--- config.mk ---
export PLATFORM = sky130hd
export DESIGN_NAME = bus_wait_gen
export DESIGN_NICKNAME = d
export VERILOG_FILES = /design/src/rtl/ws_pkg.sv /design/src/rtl/ws_classify.sv /design/src/rtl/ws_count.sv /design/src/rtl/bus_wait_gen.sv
export SDC_FILE = /design/constraint.sdc
export NUM_CORES = 1
export LEC_CHECK = 0
export ABC_AREA = 1
export BUFFER_PORTS_ARGS = -buffer_cell sky130_fd_sc_hd__buf_2
export CELL_PAD_IN_SITES_DETAIL_PLACEMENT = 0
export CELL_PAD_IN_SITES_GLOBAL_PLACEMENT = 1
export CORE_MARGIN = 8
export CORE_UTILIZATION = 31
export DETAILED_ROUTE_END_ITERATION = 8
export PLACE_DENSITY = 0.79
export SYNTH_ARGS = -nofsm -noshare
export SYNTH_HDL_FRONTEND = slang
export SYNTH_SLANG_ARGS = --single-unit
--- constraint.sdc ---
create_clock -name clk -period 2.9 [get_ports clk]
set_clock_uncertainty 0.15 [all_clocks]
set_input_delay 0.58 -clock clk [delete_from_list [all_inputs] [get_ports clk]]
set_output_delay 0.58 -clock clk [all_outputs]
set_load 0.02 [all_outputs]
--- src/rtl/ws_pkg.sv ---
package ws_pkg;

    localparam int WS_CNT_W = 4;
    localparam int WS_MAX   = 8;

    typedef enum logic [1:0] {
        MM_INTA  = 2'd0,
        MM_FETCH = 2'd1,
        MM_ALL   = 2'd2,
        MM_ALL2  = 2'd3
    } mem_mode_e;

    typedef enum logic [1:0] {
        CL_NONE,
        CL_ROM,
        CL_MEM,
        CL_IO
    } cyc_class_e;

    typedef struct packed {
        logic mem;
        logic io;
        logic m1;
        logic rom;
    } strobes_t;

    function automatic cyc_class_e classify(input strobes_t s, input mem_mode_e m);
        cyc_class_e c;
        c = CL_NONE;
        if (s.mem && s.rom) begin
            c = CL_ROM;
        end else if (s.mem) begin
            case (m)
                MM_INTA:  c = CL_NONE;
                MM_FETCH: c = s.m1 ? CL_MEM : CL_NONE;
                default:  c = CL_MEM;
            endcase
        end else if (s.io) begin
            if (s.m1) c = (m == MM_INTA) ? CL_MEM : CL_NONE;
            else      c = CL_IO;
        end
        return c;
    endfunction

endpackage

--- src/rtl/ws_classify.sv ---
module ws_classify
    import ws_pkg::*;
#(
    parameter int CNT_W     = WS_CNT_W,
    parameter int MAX_WAITS = WS_MAX
) (
    input  strobes_t           strb,
    input  mem_mode_e          mode,
    input  logic [CNT_W-1:0]   rom_waits,
    input  logic [CNT_W-1:0]   mem_waits,
    input  logic [CNT_W-1:0]   io_waits,
    output logic [CNT_W-1:0]   load
);
    localparam logic [CNT_W-1:0] MAX_V = CNT_W'(MAX_WAITS);

    function automatic logic [CNT_W-1:0] clamp(input logic [CNT_W-1:0] v);
        return (v > MAX_V) ? MAX_V : v;
    endfunction

    cyc_class_e cls;

    always_comb begin
        cls = classify(strb, mode);
        case (cls)
            CL_ROM:  load = clamp(rom_waits);
            CL_MEM:  load = clamp(mem_waits);
            CL_IO:   load = clamp(io_waits);
            default: load = '0;
        endcase
    end

endmodule

--- src/rtl/ws_count.sv ---
module ws_count #(
    parameter int CNT_W     = 4,
    parameter int MAX_WAITS = 8
) (
    input  logic             clk,
    input  logic             rst,
    input  logic             active,
    input  logic [CNT_W-1:0] load,
    output logic             wait_n
);
    logic [CNT_W-1:0] cnt;
    logic             active_q;
    logic             start;

    assign start  = active && !active_q;
    assign wait_n = !(active && (cnt != '0));

    always_ff @(posedge clk) begin
        if (rst) begin
            cnt      <= '0;
            active_q <= 1'b0;
        end else begin
            active_q <= active;
            if (start)            cnt <= load;
            else if (!active)     cnt <= '0;
            else if (cnt != '0)   cnt <= cnt - 1'b1;
        end
    end

    // idle strobes leave no count behind
    a_r11_clear_on_idle: assert property (@(posedge clk) disable iff (rst)
        !active |=> (cnt == '0));

    // one step down per clock while the cycle is held
    a_r10_step_down: assert property (@(posedge clk) disable iff (rst)
        (active && (cnt != '0)) |=> (cnt == $past(cnt) - 1'b1));

    // a zero load never stalls
    a_r8_zero_no_stall: assert property (@(posedge clk) disable iff (rst)
        (start && (load == '0)) |=> wait_n);

    // counter never exceeds the ceiling
    a_r9_ceiling: assert property (@(posedge clk) disable iff (rst)
        cnt <= CNT_W'(MAX_WAITS));

endmodule

--- src/rtl/bus_wait_gen.sv ---
module bus_wait_gen
    import ws_pkg::*;
#(
    parameter int CNT_W     = WS_CNT_W,
    parameter int MAX_WAITS = WS_MAX
) (
    input  logic             clk,
    input  logic             rst,
    input  logic             mreq_n,
    input  logic             iorq_n,
    input  logic             m1_n,
    input  logic             rom_sel,
    input  logic [1:0]       cfg_mem_mode,
    input  logic [CNT_W-1:0] cfg_rom_waits,
    input  logic [CNT_W-1:0] cfg_mem_waits,
    input  logic [CNT_W-1:0] cfg_io_waits,
    output logic             wait_n
);
    strobes_t         strb;
    logic [CNT_W-1:0] load;
    logic             active;

    always_comb begin
        strb.mem = !mreq_n;
        strb.io  = !iorq_n;
        strb.m1  = !m1_n;
        strb.rom = rom_sel;
    end

    assign active = strb.mem || strb.io;

    ws_classify #(.CNT_W(CNT_W), .MAX_WAITS(MAX_WAITS)) u_cls (
        .strb      (strb),
        .mode      (mem_mode_e'(cfg_mem_mode)),
        .rom_waits (cfg_rom_waits),
        .mem_waits (cfg_mem_waits),
        .io_waits  (cfg_io_waits),
        .load      (load)
    );

    ws_count #(.CNT_W(CNT_W), .MAX_WAITS(MAX_WAITS)) u_cnt (
        .clk    (clk),
        .rst    (rst),
        .active (active),
        .load   (load),
        .wait_n (wait_n)
    );

    // no stall outside a bus cycle
    a_r1_idle_ready: assert property (@(posedge clk) disable iff (rst)
        (mreq_n && iorq_n) |-> wait_n);

endmodule

* After elaboration in Yosys (flattened, before gate mapping) *
Cells that the tools add are included.

word-level totals
  bits in registers = 5
  bits in latches = 0
  bits in writable memories = 0
  ROM bits = 0
  logic and storage cells = 35
  memories kept = 0

operators by class
  $add $sub $neg = 1
  multipliers = 0
  div/mod/pow operators = 0
  magnitude comparators = 3
  equal/unequal tests = 5
  shift-type cells = 0
  multiplexer cells = 14
  bitwise logic cells = 0
  reductions and logical operators = 10

operator list
  cell                                                 number
  two-way mux 4 bit                                    6
  > comparator 4 bit, second input constant            3
  two-way mux 2 bit                                    6
  case mux 4 bit (3 select lines)                      1
  equality test 2 x 1 -> 1 bit, second input constant  2
  equality test 2 bit, second input constant           2
  logical NOT 1 bit                                    4
  case mux 2 bit (2 select lines)                      1
  nonzero test 4 bit                                   1
  subtractor 4 x 1 -> 4 bit, second input constant     1
  logical AND 1 bit                                    3
  inequality test 3 bit, second input constant         1
  logical NOT 2 bit                                    1
  logical OR 1 bit                                     1

* Longest topological paths before layout *
Gate-level depths: netlist of the first run.

  word-level depth = 9
  depth in mapped cells = 8
  gate-level depth less buffers = 8

* Modules after synthesis *
A second synthesis of the first run with hierarchy kept.

unflattened totals
  cell total of the unflattened synthesis = 89
  area total of the unflattened synthesis = 514.2 sq um

modules (own cells, without submodules)
  module        times used  cells an instance  area each (sq um)  seq. area each (sq um)
  ws_count      1           44                 305.3              100.1
  ws_classify   1           41                 193.9              0.0
  bus_wait_gen  1           4                  15.0               0.0

* Worst setup path after synthesis of the first run *
OpenSTA, ideal clock, no wires.

  path type = reg-to-output
  start point = register u_cnt.cnt[0]
  end point = output port wait_n
  data arrival time = 1048 ps
  path slack = 1122 ps
  cell stages (with the launch flop) = 5
  cell sequence = dfxtp_1 inv_1 ha_1 nand2_1 o21ai_0

between the ends
  cells in the longest elaborated chain, start to end = 3

RTL lines
  item                      line                source
  start: declaration        ws_count.sv:11      logic [CNT_W-1:0] cnt;
  start signal: assignment  ws_count.sv:24      if (start) cnt <= load;
  start signal: assignment  ws_count.sv:26      else if (cnt != '0) cnt <= cnt - 1'b1;
  nonzero test 4 bit        ws_count.sv:16      assign wait_n = !(active && (cnt != '0));
  logical AND 1 bit         ws_count.sv:16
  logical NOT 1 bit         ws_count.sv:16
  end: declaration          bus_wait_gen.sv:17  output logic wait_n

No other way between the ends.

* Final worst setup path of the first run *
Same ends and word-level chain as after synthesis.

==> results.tsv, run 1 <==
stage	metric	value	unit
sta	report.final.hold_viol_count	0	
final_layout	fin_area	647	µm²
routing	routed_wl	1.20	mm
critical_path	cp_max_fo	3	
routing	vias_per_cell	4.66	
grt	track_usage	0.0862	
die	ios	21	
critical_path	crit_type	reg2out	
worst_hold_path	hp-class	in2reg	
grt	grt_pass1_wl	2.28	mm
grt	use_met1	0.0963	
sta	rsz0062_at_grt	false	
cts	htree_levels	1	
synthesis	syn-cell-area	500	µm²
cts	clockBufferDepth	2	
die	die_y	56.2	µm
final_layout	final_util	0.429	
worst_hold_path	hold_start	rst	
final_layout	diodes	0	
grt	grt_pass1_vias	577	
synthesis	synth_edf_count	0	
critical_path	endpoint_kind	output port	
synthesis	syn_avg_cell_area	5.82	µm²
cts	clk_pin_slew_worst_paths	0.04	ns
placed_design	dp_hpwl	1.09	mm
cts	insertion_delay	0.24	ns
sta	max_clock_freq	0.528	GHz
grt	grt_max_degree	9	
critical_path	crit_chain	inv_1 -> ha_1 -> nand2_1 -> o21ai_0 -> buf_2	
sta	timing.final.ws_setup	1.01	ns
final_layout	drive_gt1_frac	0.291	
routing	first_pass_iters	4	
die	rows	14	
pwr	power_density	378	mW/mm²
pwr	irDropWorstVdd	0.148	mV
critical_path	cp.required	2.17	ns
synthesis	synth_top_area_share	0.200	
cts	cts_made_buffers	3	
sta	tightest_slew	0.264	ns
critical_path	reg2reg_from	u_cnt.cnt[0]$_SDFFE_PP0P_	
grt	grt.busiest_layer	met2	
die	die_x	56.2	µm
grt	met2_usage	0.133	
sta	setup_viol	0	
final_layout	fillers	170	
sta	relSlewSlack	0.823	
status	outcome	completed	
critical_path	cp-start-kind	flop	
sta	slew_violations	0	
grt	antenna_found_initial	0	
routing	dr.first_iter.drc_count	5	
routing	drcViolationCount	0	
routing	vias	587	
critical_path	critPathArrivalTime	1.16	ns
critical_path	crit_start	u_cnt.cnt[0]$_SDFFE_PP0P_	
synthesis	synthTopCellsByCount	inv_1 (19), nand2_1 (15), nand3_1 (15), nor2_1 (10)	
cts	cts_resized	0	
die	initial_core_util	0.332	
flow_run	maxCapViolCount	0	
sta	period_needed	1.89	ns
synthesis	syn_nets	108	
cts	cts_tree	done	
synthesis	synth.distinct_cells	17	
final_layout	fin_cells	126	
routing	post_drt_wl_per_cell	9.55	µm
synthesis	synth_flop_cell	dfxtp_1	
cts	cts_root_buffer	clkbuf_4	
final_layout	finalNetCount	133	
critical_path	critPathSlowestCell	dfxtp_1	
cts	cts-hold-fix-buffers	0	
die	die_area	0.00316	mm²
die	placeableCoreArea	0.00151	mm²
critical_path	critical-path-max-stage-delay	0.31	ns
pwr	leakagePower	0.364	nW
grt	grt_util_met3	0.0274	
placed_design	dp.cells	122	
final_layout	synthToLayoutAreaGrowth	29.2	%
placed_design	place_ws	1.08	ns
routing	final_antenna_net_count	0	
sta	min_period_over_period	0.653	
placed_design	io_buffers	20	
placed_design	gp_congestion	0.762	
synthesis	yosys_warnings	0	
synthesis	yosys.area.top_type	dfxtp_1	
synthesis	synthCells	86	
synthesis	synth_seq_cells	5	
synthesis	yosysMostFrequentCell	inv_1	
synthesis	netlist_top_cells_area	dfxtp_1 (20%), nand3_1 (15%), inv_1 (14%)	
critical_path	ff2ff_path_depth	7	
sta	tns	0	ns
placed_design	dpl_cell_area	621	µm²
cts	cts_sinks	5	
synthesis	synthArstFlopShare	0	
cts	cts_setup_buffers	0	
worst_hold_path	min_path_cells	2	
grt	grt.overflow.total	0	
synthesis	synth-seq-area-share	0.200	
==> flip-flops by register name, summed over array words and instances, names as in the netlist <==
name	flops
u_cnt.active_q	1
u_cnt.cnt	4
==> cells in the final DEF, fill, tap and decap left out, drive strengths merged <==
master	n
dfxtp	5
a21oi	5
nor3	1
xor2	2
o21ai	5
nand2	17
inv	20
buf	20
nand3	16
clkbuf	4
ha	2
nor2	12
o21a	1
==> power breakdown <==
part           internal [mW]  total, mW  switching, mW  leakage, nW
Sequential            0.0754     0.0802        0.00474       0.0413
Combinational         0.0355     0.0851         0.0496        0.308
Clock                 0.0520     0.0795         0.0275       0.0150
==> logic make-up (layout without fill, tap and decap cells) <==
kind of cell	after synthesis	in the layout	share of synthesized area
AOI/OAI and AO/OA	11	11	0.138
xor gates and xnor gates	2	2	0.0350
adders and majority gates	2	2	0.0500
buffers and inverters	20	44	0.150
DFF	5	5	0.200
and+or+nand+nor	46	46	0.427
==> worst paths after layout <==
kind	slack (ns)	end
max reg2reg	1.52	u_cnt.cnt[1]$_SDFFE_PP0P_
min reg2reg	0.40	u_cnt.cnt[2]$_SDFFE_PP0P_
max	1.01	wait_n
min	0.37	u_cnt.active_q$_SDFF_PP0_
==> critical path: cells and delay by family, from the launching register on <==
kind | cells | cell delay [ns]
AOI/OAI and AO/OA | 1 | 0.12
adders and majority gates | 1 | 0.15
buffers and inverters | 2 | 0.28
DFF | 1 | 0.31
and+or+nand+nor | 1 | 0.06
==> metrics by stage <==
step / hold WS (ns) / power (mW)
floorplan: 0.373 / 0.138
global placement: 0.402 / 0.166
detailed placement: 0.396 / 0.167
CTS: 0.359 / 0.251
global route: 0.361 / 0.273
finish: 0.373 / 0.245
==> routing by layer <==
| layer | vias up | routed length [µm] |
|---|---|---|
| li1 | 316 | - |
| met1 | 249 | 515 |
| met2 | 20 | 567 |
| met3 | 2 | 98 |
| met4 | 0 | 21 |
| met5 | - | 0 |
==> area by class of cell <==
class / count / area, µm² / share of cell area
tap: 16 / 20.0 / 0.0309
sequential: 5 / 100 / 0.155
multi-input combinational: 61 / 325 / 0.503
timing repair buffer: 20 / 100 / 0.155
clock buffer: 4 / 26.3 / 0.0406
inverter: 20 / 75.1 / 0.116
No activity file was read; power rests on OpenSTA's default activity.
==> inputs of run 2 (changes only) <==
--- a/config.mk
+++ b/config.mk
@@ -10,9 +10,9 @@
 export CELL_PAD_IN_SITES_DETAIL_PLACEMENT = 0
 export CELL_PAD_IN_SITES_GLOBAL_PLACEMENT = 1
 export CORE_MARGIN = 8
-export CORE_UTILIZATION = 31
+export CORE_UTILIZATION = 29
 export DETAILED_ROUTE_END_ITERATION = 8
-export PLACE_DENSITY = 0.79
+export PLACE_DENSITY = 0.75
 export SYNTH_ARGS = -nofsm -noshare
 export SYNTH_HDL_FRONTEND = slang
 export SYNTH_SLANG_ARGS = --single-unit
==> constraint.sdc (replaced) <==
create_clock -name clk -period 1.8 [get_ports clk]
set_clock_uncertainty 0.15 [all_clocks]
set_input_delay 0.36 -clock clk [delete_from_list [all_inputs] [get_ports clk]]
set_output_delay 0.36 -clock clk [all_outputs]
set_load 0.02 [all_outputs]
==> run 2 against run 1 <==
Clock power up 60%. Sequential share of layout area about the same. Worst hold slack worse by 0.23 ns. Critical path depth unchanged. Global-route usage down 0.16 points. Utilization down 4.1 points.
==> results.tsv, run 2 (synthesis results as in run 1) <==
stage	metric	value	unit	change
status	outcome	completed		unchanged
cts	clk_pin_slew_worst_paths	0.04	ns	about the same
cts	cts_root_buffer	clkbuf_4		unchanged
worst_hold_path	min_path_cells	2		unchanged
cts	cts_made_buffers	3		unchanged
routing	dr.first_iter.drc_count	7		was 5
grt	track_usage	0.0846		was 0.0862
critical_path	crit_type	reg2out		unchanged
routing	vias_per_cell	4.49		was 4.66
final_layout	final_cell_mix	buf_2 (20), inv_1 (19), nand2_1 (15), nand3_1 (15), nor2_1 (10)		unchanged
grt	grt_pass1_vias	558		was 577
pwr	power_density	607	mW/mm²	was 378 mW/mm²
sta	report.final.hold_viol_count	0		unchanged
critical_path	critical-path-max-stage-delay	0.31	ns	about the same
die	die_area	0.00331	mm²	was 0.00316 mm²
critical_path	critPathArrivalTime	1.15	ns	was 1.16 ns
sta	slew_violations	0		unchanged
routing	routed_wl	1.23	mm	was 1.20 mm
sta	rsz0062_at_grt	false		unchanged
final_layout	synthToLayoutAreaGrowth	29.5	%	was 29.2%
cts	cts_tree	done		unchanged
cts	clockBufferDepth	2		unchanged
sta	period_needed	1.66	ns	
grt	grt.overflow.total	0		unchanged
die	ios	21		unchanged
sta	relSlewSlack	0.816		was 0.823
sta	min_period_over_period	0.921		
cts	htree_levels	1		unchanged
worst_hold_path	hp-class	in2reg		unchanged
critical_path	endpoint_kind	output port		unchanged
critical_path	critPathSlowestCell	dfxtp_1		unchanged
cts	cts_resized	0		unchanged
grt	grt_pass1_wl	2.19	mm	was 2.28 mm
critical_path	crit_chain	inv_1 -> ha_1 -> nand2_1 -> o21ai_0 -> buf_2		unchanged
die	rows	15		was 14
cts	insertion_delay	0.24	ns	about the same
die	die_x	57.5	µm	was 56.2 µm
cts	cts_setup_buffers	0		unchanged
final_layout	top_regs	u_cnt.cnt (4), u_cnt.active_q (1)		unchanged
placed_design	gp_congestion	0.765		was 0.762
routing	final_antenna_net_count	0		unchanged
critical_path	cp.required	1.29	ns	was 2.17 ns
grt	antenna_found_initial	0		unchanged
critical_path	cp_max_fo	3		unchanged
routing	vias	570		was 587
final_layout	regMostFlops	u_cnt.cnt		unchanged
final_layout	largest_register_ffs	4		unchanged
final_layout	diodes	0		unchanged
sta	hold-worst-slack	0.138	ns	was 0.373 ns
final_layout	finalNetCount	133		unchanged
die	placeableCoreArea	0.00167	mm²	was 0.00151 mm²
sta	max_clock_freq	0.603	GHz	
die	initial_core_util	0.300		was 0.332
critical_path	cp-start-kind	flop		unchanged
flow_run	maxCapViolCount	0		unchanged
cts	cts-hold-fix-buffers	0		unchanged
final_layout	final_common_cell	buf_2		unchanged
pwr	irDropWorstVdd	0.161	mV	was 0.148 mV
grt	grt_max_degree	9		unchanged
routing	post_drt_wl_per_cell	9.68	µm	was 9.55 µm
cts	cts_sinks	5		unchanged
die	die_y	57.5	µm	was 56.2 µm
critical_path	ff2ff_path_depth	7		unchanged
final_layout	drive_gt1_frac	0.291		unchanged
sta	tightest_slew	0.276	ns	was 0.264 ns
placed_design	dp_hpwl	1.06	mm	was 1.09 mm
pwr	leakagePower	0.364	nW	unchanged
routing	first_pass_iters	2		was 4
routing	drcViolationCount	0		unchanged
placed_design	io_buffers	20		unchanged
sta	setup_viol	0		unchanged
sta	tns	0	ns	unchanged
[run 2: cell counts in the layout (fill, tap and decap cells not counted)]
No cell type changed its count.
[run 2: layer usage]
metal / GRT usage / vias to the layer above / wire (µm)
li1: - / 315 / -
met1: 0.0919 / 239 / 579
met2: 0.125 / 14 / 572
met3: 0.0247 / 2 / 55
met4: 0.0857 / 0 / 22
met5: 0 / - / 0
[run 2: metrics by stage]
step           utilization  instances  setup slack (ns)  cell area (µm²)  power, mW
2_1_floorplan            -         86             0.242              500      0.222
3_3_place_gp         0.372        123             0.345              622      0.267
3_5_place_dp         0.372        123             0.340              622      0.268
4_1_cts              0.388        127             0.122              648      0.401
5_1_grt              0.388        127            0.0388              648      0.431
6_report             0.388        127             0.143              648      0.393
[run 2: layout make-up]
class                           count  area (µm²)
Tap cell                           17        21.3
Sequential cell                     5         100
Inverter                           20        75.1
Multi-Input combinational cell     61         325
Clock buffer                        4        26.3
Fill cell                         184        1020
Timing Repair Buffer               20         100
[run 2: path summary, 6_finish.rpt]
kind | slack, ns | startpoint | to
hold / removal | 0.14 | rst | u_cnt.active_q$_SDFF_PP0_
setup / recovery | 0.14 | u_cnt.cnt[0]$_SDFFE_PP0P_ | wait_n
setup reg to reg | 0.39 | u_cnt.cnt[0]$_SDFFE_PP0P_ | u_cnt.cnt[0]$_SDFFE_PP0P_
hold reg to reg | 0.42 | u_cnt.active_q$_SDFF_PP0_ | u_cnt.cnt[3]$_SDFFE_PP0P_
[run 2: critical path: cells and delay by family, from the launching register on]
family                   cells  cell delay (ns)
flip-flops                   1             0.31
adder cells (fa/ha/maj)      1             0.15
AND/OR/NAND/NOR              1             0.06
AO/OA/AOI/OAI                1             0.12
buffers and inverters        2             0.28
[run 2: power breakdown]
part	internal (mW)	total (mW)	switching, mW
clock network	0.0836	0.127	0.0431
registers	0.122	0.129	0.00734
logic	0.0571	0.138	0.0805
total	0.262	0.393	0.131
